File: config.mk
export PLATFORM = sky130hd
export DESIGN_NAME = wperm_guard
export DESIGN_NICKNAME = d
export VERILOG_FILES = /design/src/rtl/wperm_pkg.sv /design/src/rtl/wperm_store.sv /design/src/rtl/wperm_victim.sv /design/src/rtl/wperm_guard.sv
export SDC_FILE = /design/constraint.sdc
export NUM_CORES = 2
export LEC_CHECK = 0
export BUFFER_PORTS_ARGS = -buffer_cell sky130_fd_sc_hd__clkbuf_2
export CAP_MARGIN = 20
export CORE_MARGIN = 4
export CORE_UTILIZATION = 60
export CTS_CLUSTER_SIZE = 8
export DETAILED_ROUTE_END_ITERATION = 16
export GPL_TIMING_DRIVEN = 0
export HOLD_SLACK_MARGIN = 0.06
export PLACE_DENSITY = 0.79
export SLEW_MARGIN = 20
export SYNTH_ARGS = -nofsm -noshare
export SYNTH_HDL_FRONTEND = slang
export SYNTH_HIERARCHICAL = 1
export SYNTH_SLANG_ARGS = --single-unit
File: constraint.sdc
create_clock -name clk -period 4.8 [get_ports clk]
set_input_delay 0.96 -clock clk [delete_from_list [all_inputs] [get_ports clk]]
set_output_delay 0.96 -clock clk [all_outputs]
set_load 0.01 [all_outputs]
File: src/rtl/wperm_pkg.sv
package wperm_pkg;

  typedef enum logic [1:0] {
    K_LOAD  = 2'd0,
    K_STORE = 2'd1,
    K_FETCH = 2'd2,
    K_GATE  = 2'd3
  } acc_kind_e;

  localparam logic [1:0] PERM_NONE = 2'd0;
  localparam logic [1:0] PERM_RO   = 2'd1;
  localparam logic [1:0] PERM_RW   = 2'd2;
  localparam logic [1:0] PERM_XR   = 2'd3;

  // Verdict for one access given the word's code and gate mark.
  function automatic logic grant_ok(input acc_kind_e k, input logic [1:0] p, input logic g);
    case (k)
      K_LOAD:  return p != PERM_NONE;
      K_STORE: return p == PERM_RW;
      K_FETCH: return p == PERM_XR;
      default: return g;
    endcase
  endfunction

endpackage

File: src/rtl/wperm_store.sv
module wperm_store #(
  parameter int ENTRIES = 8,
  parameter int PD_W    = 8,
  parameter int TAG_W   = 28,
  parameter int DATA_W  = 48,
  parameter int IDX_W   = 3
) (
  input  logic               clk,
  input  logic               rst_n,
  input  logic [PD_W-1:0]    look_pd,
  input  logic [TAG_W-1:0]   look_tag,
  output logic               hit,
  output logic [DATA_W-1:0]  hit_data,
  input  logic               wr_en,
  input  logic [IDX_W-1:0]   wr_idx,
  input  logic [PD_W-1:0]    wr_pd,
  input  logic [TAG_W-1:0]   wr_tag,
  input  logic [DATA_W-1:0]  wr_data,
  input  logic               flush,
  output logic [ENTRIES-1:0] valid_vec
);

  logic [PD_W-1:0]    e_pd  [ENTRIES];
  logic [TAG_W-1:0]   e_tag [ENTRIES];
  logic [DATA_W-1:0]  e_dat [ENTRIES];
  logic [ENTRIES-1:0] match;

  always_ff @(posedge clk or negedge rst_n) begin
    if (!rst_n) begin
      valid_vec <= '0;
      for (int i = 0; i < ENTRIES; i++) begin
        e_pd[i]  <= '0;
        e_tag[i] <= '0;
        e_dat[i] <= '0;
      end
    end else begin
      for (int i = 0; i < ENTRIES; i++) begin
        if (flush) begin
          valid_vec[i] <= 1'b0;
        end else if (wr_en && wr_idx == IDX_W'(i)) begin
          valid_vec[i] <= 1'b1;
        end
        if (wr_en && wr_idx == IDX_W'(i)) begin
          e_pd[i]  <= wr_pd;
          e_tag[i] <= wr_tag;
          e_dat[i] <= wr_data;
        end
      end
    end
  end

  generate
    for (genvar i = 0; i < ENTRIES; i++) begin : g_cmp
      assign match[i] = valid_vec[i] && (e_pd[i] == look_pd) && (e_tag[i] == look_tag);
    end
  endgenerate

  always_comb begin
    hit_data = '0;
    for (int i = 0; i < ENTRIES; i++) begin
      if (match[i]) hit_data = hit_data | e_dat[i];
    end
  end

  assign hit = |match;

endmodule

File: src/rtl/wperm_victim.sv
module wperm_victim #(
  parameter int ENTRIES = 8,
  parameter int IDX_W   = 3
) (
  input  logic             clk,
  input  logic             rst_n,
  input  logic             adv,
  output logic [IDX_W-1:0] idx
);

  always_ff @(posedge clk or negedge rst_n) begin
    if (!rst_n) begin
      idx <= '0;
    end else if (adv) begin
      idx <= (idx == IDX_W'(ENTRIES - 1)) ? '0 : idx + 1'b1;
    end
  end

endmodule

File: src/rtl/wperm_guard.sv
module wperm_guard
  import wperm_pkg::*;
#(
  parameter int ADDR_W    = 32,
  parameter int PD_W      = 8,
  parameter int PTR_W     = 32,
  parameter int BLK_WORDS = 16,
  parameter int ENTRIES   = 8,
  parameter int RESET_PD  = 0
) (
  input  logic                                clk,
  input  logic                                rst_n,
  input  logic                                req_valid,
  output logic                                req_ready,
  input  logic [1:0]                          req_kind,
  input  logic [ADDR_W-1:0]                   req_addr,
  input  logic [PD_W-1:0]                     req_target_pd,
  output logic                                resp_valid,
  output logic                                resp_allow,
  output logic                                fault,
  output logic [PD_W-1:0]                     pd_cur,
  input  logic                                root_we,
  input  logic [PTR_W-1:0]                    root_in,
  output logic                                fill_req,
  output logic [PTR_W-1:0]                    fill_root,
  output logic [PD_W-1:0]                     fill_pd,
  output logic [ADDR_W-$clog2(BLK_WORDS)-1:0] fill_blk,
  input  logic                                fill_ack,
  input  logic [3*BLK_WORDS-1:0]              fill_data
);

  localparam int OFF_W = $clog2(BLK_WORDS);
  localparam int TAG_W = ADDR_W - OFF_W;
  localparam int ROW_W = 3 * BLK_WORDS;
  localparam int IDX_W = (ENTRIES > 1) ? $clog2(ENTRIES) : 1;

  function automatic logic [1:0] word_code(input logic [ROW_W-1:0] row, input logic [OFF_W-1:0] o);
    return row[2*int'(o) +: 2];
  endfunction

  function automatic logic word_gate(input logic [ROW_W-1:0] row, input logic [OFF_W-1:0] o);
    return row[2*BLK_WORDS + int'(o)];
  endfunction

  // Pending miss and architectural state
  logic              busy_q;
  acc_kind_e         pk_kind;
  logic [ADDR_W-1:0] pk_addr;
  logic [PD_W-1:0]   pk_tpd;
  logic [PTR_W-1:0]  root_q;
  logic [PD_W-1:0]   pd_q;

  // Response registers, also watched by the checker
  acc_kind_e         resp_kind;
  logic [1:0]        resp_perm;
  logic              resp_gate;

  // Named internal events
  logic              accept;
  logic              lk_hit;
  logic [ROW_W-1:0]  lk_row;
  logic              fill_take;
  logic              dec_valid;
  acc_kind_e         dec_kind;
  logic [OFF_W-1:0]  dec_off;
  logic [ROW_W-1:0]  dec_row;
  logic [1:0]        dec_perm;
  logic              dec_gate;
  logic [PD_W-1:0]   dec_tpd;
  logic              dec_allow;
  logic              pd_switch;
  logic              root_take;
  logic              flush_evt;
  logic [IDX_W-1:0]  victim;
  logic [ENTRIES-1:0] valid_vec;

  assign req_ready = !busy_q;
  assign accept    = req_valid && !busy_q;
  assign fill_take = busy_q && fill_ack;
  assign root_take = root_we && !busy_q;

  wperm_store #(
    .ENTRIES (ENTRIES),
    .PD_W    (PD_W),
    .TAG_W   (TAG_W),
    .DATA_W  (ROW_W),
    .IDX_W   (IDX_W)
  ) u_store (
    .clk       (clk),
    .rst_n     (rst_n),
    .look_pd   (pd_q),
    .look_tag  (req_addr[ADDR_W-1:OFF_W]),
    .hit       (lk_hit),
    .hit_data  (lk_row),
    .wr_en     (fill_take),
    .wr_idx    (victim),
    .wr_pd     (pd_q),
    .wr_tag    (pk_addr[ADDR_W-1:OFF_W]),
    .wr_data   (fill_data),
    .flush     (flush_evt),
    .valid_vec (valid_vec)
  );

  wperm_victim #(
    .ENTRIES (ENTRIES),
    .IDX_W   (IDX_W)
  ) u_victim (
    .clk   (clk),
    .rst_n (rst_n),
    .adv   (fill_take),
    .idx   (victim)
  );

  // Decision path: either a hit on a fresh request or the returning fill
  always_comb begin
    dec_valid = (accept && lk_hit) || fill_take;
    if (busy_q) begin
      dec_kind = pk_kind;
      dec_off  = pk_addr[OFF_W-1:0];
      dec_row  = fill_data;
      dec_tpd  = pk_tpd;
    end else begin
      dec_kind = acc_kind_e'(req_kind);
      dec_off  = req_addr[OFF_W-1:0];
      dec_row  = lk_row;
      dec_tpd  = req_target_pd;
    end
    dec_perm  = word_code(dec_row, dec_off);
    dec_gate  = word_gate(dec_row, dec_off);
    dec_allow = grant_ok(dec_kind, dec_perm, dec_gate);
    pd_switch = dec_valid && dec_allow && (dec_kind == K_GATE) && (dec_tpd != pd_q);
    flush_evt = root_take || pd_switch;
  end

  always_ff @(posedge clk or negedge rst_n) begin
    if (!rst_n) begin
      busy_q     <= 1'b0;
      pk_kind    <= K_LOAD;
      pk_addr    <= '0;
      pk_tpd     <= '0;
      root_q     <= '0;
      pd_q       <= PD_W'(RESET_PD);
      resp_valid <= 1'b0;
      resp_allow <= 1'b0;
      fault      <= 1'b0;
      resp_kind  <= K_LOAD;
      resp_perm  <= PERM_NONE;
      resp_gate  <= 1'b0;
    end else begin
      resp_valid <= dec_valid;
      fault      <= dec_valid && !dec_allow;
      if (dec_valid) begin
        resp_allow <= dec_allow;
        resp_kind  <= dec_kind;
        resp_perm  <= dec_perm;
        resp_gate  <= dec_gate;
      end
      if (accept && !lk_hit) begin
        busy_q  <= 1'b1;
        pk_kind <= acc_kind_e'(req_kind);
        pk_addr <= req_addr;
        pk_tpd  <= req_target_pd;
      end else if (fill_take) begin
        busy_q <= 1'b0;
      end
      if (root_take) root_q <= root_in;
      if (pd_switch) pd_q <= dec_tpd;
    end
  end

  assign pd_cur    = pd_q;
  assign fill_req  = busy_q;
  assign fill_root = root_q;
  assign fill_pd   = pd_q;
  assign fill_blk  = pk_addr[ADDR_W-1:OFF_W];

endmodule

==> out/results.txt <==
Delay-heaviest family, CP: simple AND/OR/NAND/NOR gates
Min Tclk post-route: 4.71 ns
Clock share of power: 25.6%
Synth Area per Inst: 12.8 um2
Die W: 257 um
Antenna cells: 0
Worst setup EP type: register
CP Launch Type: primary input
Status: finished, final reports clean
Final hold violations: 0
Post-synthesis sequential area ratio: 51.6%
Class of the worst hold path: primary input to async pin
Post-DP HPWL: 79.8 mm
Worst path required time: 5.37 ns
CP Buf/Inv Count: 7
Top cells by area, synth: dfrtp_1 52%, mux2_2 23%, xnor2_1 5.4%, nand4_1 3.3%, and3_1 1.6%
Max FO, Critical Path: 10
GR Util All Layers: 35.7%
FF+latch count, synth: 769
Vias/cell: 6.66
Syn Inst Count: 2922
Internal power: 17400 uW
Synth async-reset ratio: 100%
Port Buffers: 204
Initial antenna violation count: 3
# setup viols final: 0
Worst Path Class, Setup: primary input to register
Largest net degree at the start of global routing: 97
H-tree levels: 3
Core area: 61600 um2
Router iterations before antenna repair: 6
Mapped Nets: 3055
PwrDens: 593 nW/um2
Routed vias: 27500
Pleak: 0.0191 uW
Initial DRC count: 3503
Grt total ovfl: 0
CTS tree: built
Clk slew on worst S/H paths: 0.05 ns
DIE AREA: 66200 um2
Reg-to-reg slack, setup: 0.09 ns
Max incr delay on CP: 0.60 ns
F_max: 212 MHz
Post-synth cell types: 63
DRC Markers: 0
Fin crit share: 98.2%
Nets: 3415
Sequential power share: 45.4%
Fin. max-slew vios: 0
Ratio of cells with drive above 1 in the final layout: 42.3%
Post-Route Skew: 0.0384 ns
Sw Pwr: 8280 uW
TritonCTS Sinks: 769
# Max-Cap Violations: 0
Power, Total: 25700 uW
Worst slew margin: 17.4%
Clock buffer count from CTS: 106
Worst-margin pin slew: 1.24 ns
R2R cell count: 18
GPL Wtd Cong: 0.948
Vias in the first global route: 28700
Ports: 208
Top-area cell type share of the netlist area: 51.6%
Combinational share of power: 29.0%
Synth area leader: dfrtp_1
Yosys warns: 6
Mapped cell area: 37300 um2
Peak VDD IR: 0.000372 V
Most used cell, CP: buf_4
Most common library cells after synthesis: 769 x dfrtp_1, 750 x mux2_2, 230 x xnor2_1
Sw Share: 32.2%
Die Y: 257 um
Main synth FF type: dfrtp_1
Worst skew pair latency: 0.67 ns
First-pass GRT wire length: 179 mm
Root Driver: clkbuf_16
Post-synth EDFFs: 0
Critical path depth in cells: 20
Slowest-stage cell, CP: or4_4
Final wirelength: 119 mm
Max clock buf depth: 3
CP arrival: 5.28 ns
# rows: 91
Hold WS: 0.152 ns
Cells along the critical path: clkbuf_2 > buf_4 > xor2_1 > a2111o_1 > nor4_4 > buf_6 > buf_4 > buf_4 > buf_2 > nand4_1 > o2111ai_1 > or4_4 > mux4_2 > nor3b_1 > or4_4 > nand3_2 > o211ai_2 > buf_6 > or2_4 > nor2_1
FILL cells: 4162
Mean routed wirelength per cell: 28.9 um
Initial core utilization: 60.5%
Most common cell in the netlist: dfrtp_1
Antenna Nets Post-Route: 0
Synth-to-Final Area Change: 16.2%
## power groups by stage
stage | clock (uW) | sequential [uW] | combinational [uW]
2_1_floorplan | 0 | 10900 | 5130
3_3_place_gp | 0 | 11500 | 6530
3_5_place_dp | 0 | 11700 | 6920
4_1_cts | 6640 | 11500 | 7300
5_1_grt | 6930 | 11900 | 7890
6_report | 6580 | 11700 | 7450
## worst paths after layout
check	end	startpoint
min reg2reg	u_store/valid_vec[4]	u_store/valid_vec[4]
max reg2reg	u_store/valid_vec[1]	fill_pd[0]
max in group asynchronous	fill_root[3]	rst_n
min in group clk	u_store/valid_vec[4]	u_store/valid_vec[4]
min	u_store/e_dat[41]	rst_n
max	u_store/valid_vec[1]	req_addr[31]
## stage by stage
| stage | setup WS (ns) | TNS [ns] | std cells | instance area (um2) | util [%] |
|---|---|---|---|---|---|
| final | 0.0860 | 0 | 4126 | 43300 | 70.3 |
| after global routing | -0.0215 | -0.0215 | 4126 | 43300 | 70.3 |
| after CTS | 0.00150 | 0 | 4120 | 43000 | 69.8 |
| after detailed placement | -2.22 | -65.94 | 3976 | 39700 | 64.5 |
| after global placement | -14.53 | - | 3963 | 39300 | 63.9 |
| after floorplan | 0.294 | 0 | 2922 | 37300 | - |
## cells in the final DEF (no fill, tap or decap), types with 5 or more instances in the layout
cell	n
dfrtp_1	761
mux2_2	750
clkbuf_2	227
xnor2_1	223
nand4_1	198
buf_4	131
nand2_1	110
clkbuf_16	106
and3_1	96
clkbuf_1	68
nand3_1	63
o22ai_1	54
xor2_1	53
o2111ai_1	46
or4_1	45
buf_2	44
mux2i_1	37
inv_1	30
nor4_4	19
buf_6	19
buf_1	15
mux4_2	13
nor2_1	12
nand2b_1	11
nor4_1	11
buf_16	9
clkbuf_4	8
nor2b_1	7
nand4b_1	6
or4_4	6
ha_1	6
xnor2_2	6
nand3b_1	5
dfrtp_4	5
## worst register-to-register path, cell delays in order (launching register included)
cell	delay [ns]
dfrtp_4	0.52
buf_6	0.20
xor2_1	0.20
nor4_2	0.34
nand4_1	0.20
nor4_4	0.37
buf_12	0.17
buf_4	0.20
buf_4	0.20
and3_1	0.16
or4_1	0.10
mux4_2	0.27
mux2i_4	0.12
a221oi_4	0.48
or4bb_1	0.46
o211ai_2	0.09
buf_6	0.16
or2_4	0.26
nor2_1	0.09
## flip-flops by register name (all words and copies together) (netlist names)
name               flops
u_store/valid_vec      8
fill_req               1
pk_kind                2
fill_root             32
pk_tpd                 8
fault                  1
u_store/e_pd          64
fill_pd                8
u_victim/idx           3
u_store/e_dat        384
pk_addr               32
resp_allow             1
resp_valid             1
u_store/e_tag        224
## final cells by class
cell class / instances / area [um2] / area share, %
tap: 837 / 1050 / 2.42
clock buffer: 107 / 2660 / 6.13
timing repair buffer: 268 / 1710 / 3.95
multi-input combinational: 1852 / 16900 / 39.0
buffer: 255 / 1510 / 3.49
clock inverter: 8 / 121 / 0.280
inverter: 30 / 113 / 0.260
sequential: 769 / 19300 / 44.5
## per-layer routing
metal | global-route usage, % | part of all wire, % | vias up
li1 | - | - | 11300
met1 | 46.7 | 37 | 14200
met2 | 55.7 | 46 | 1679
met3 | 9.40 | 11 | 358
met4 | 17.7 | 5.3 | 6
met5 | 0 | 0.037 | -
## cells by family after synthesis
family | count (synthesis) | share of synthesized area [%]
AOI/OAI and AO/OA | 139 | 2.82
buffers and inverters | 301 | 4.23
adders and majority gates | 6 | 0.201
xor gates and xnor gates | 285 | 6.70
muxes | 805 | 24.6
and+or+nand+nor | 617 | 9.81
DFF | 769 | 51.6
## repair_timing
action | 4_1_cts | 5_1_grt
hold buffers | 0 | 0
setup buffers | 34 | 17
setup endpoints to repair | 58 | 47
gates resized for setup | 71 | 77
pin swaps | 20 | 15
(Power assumes the default switching activity.)
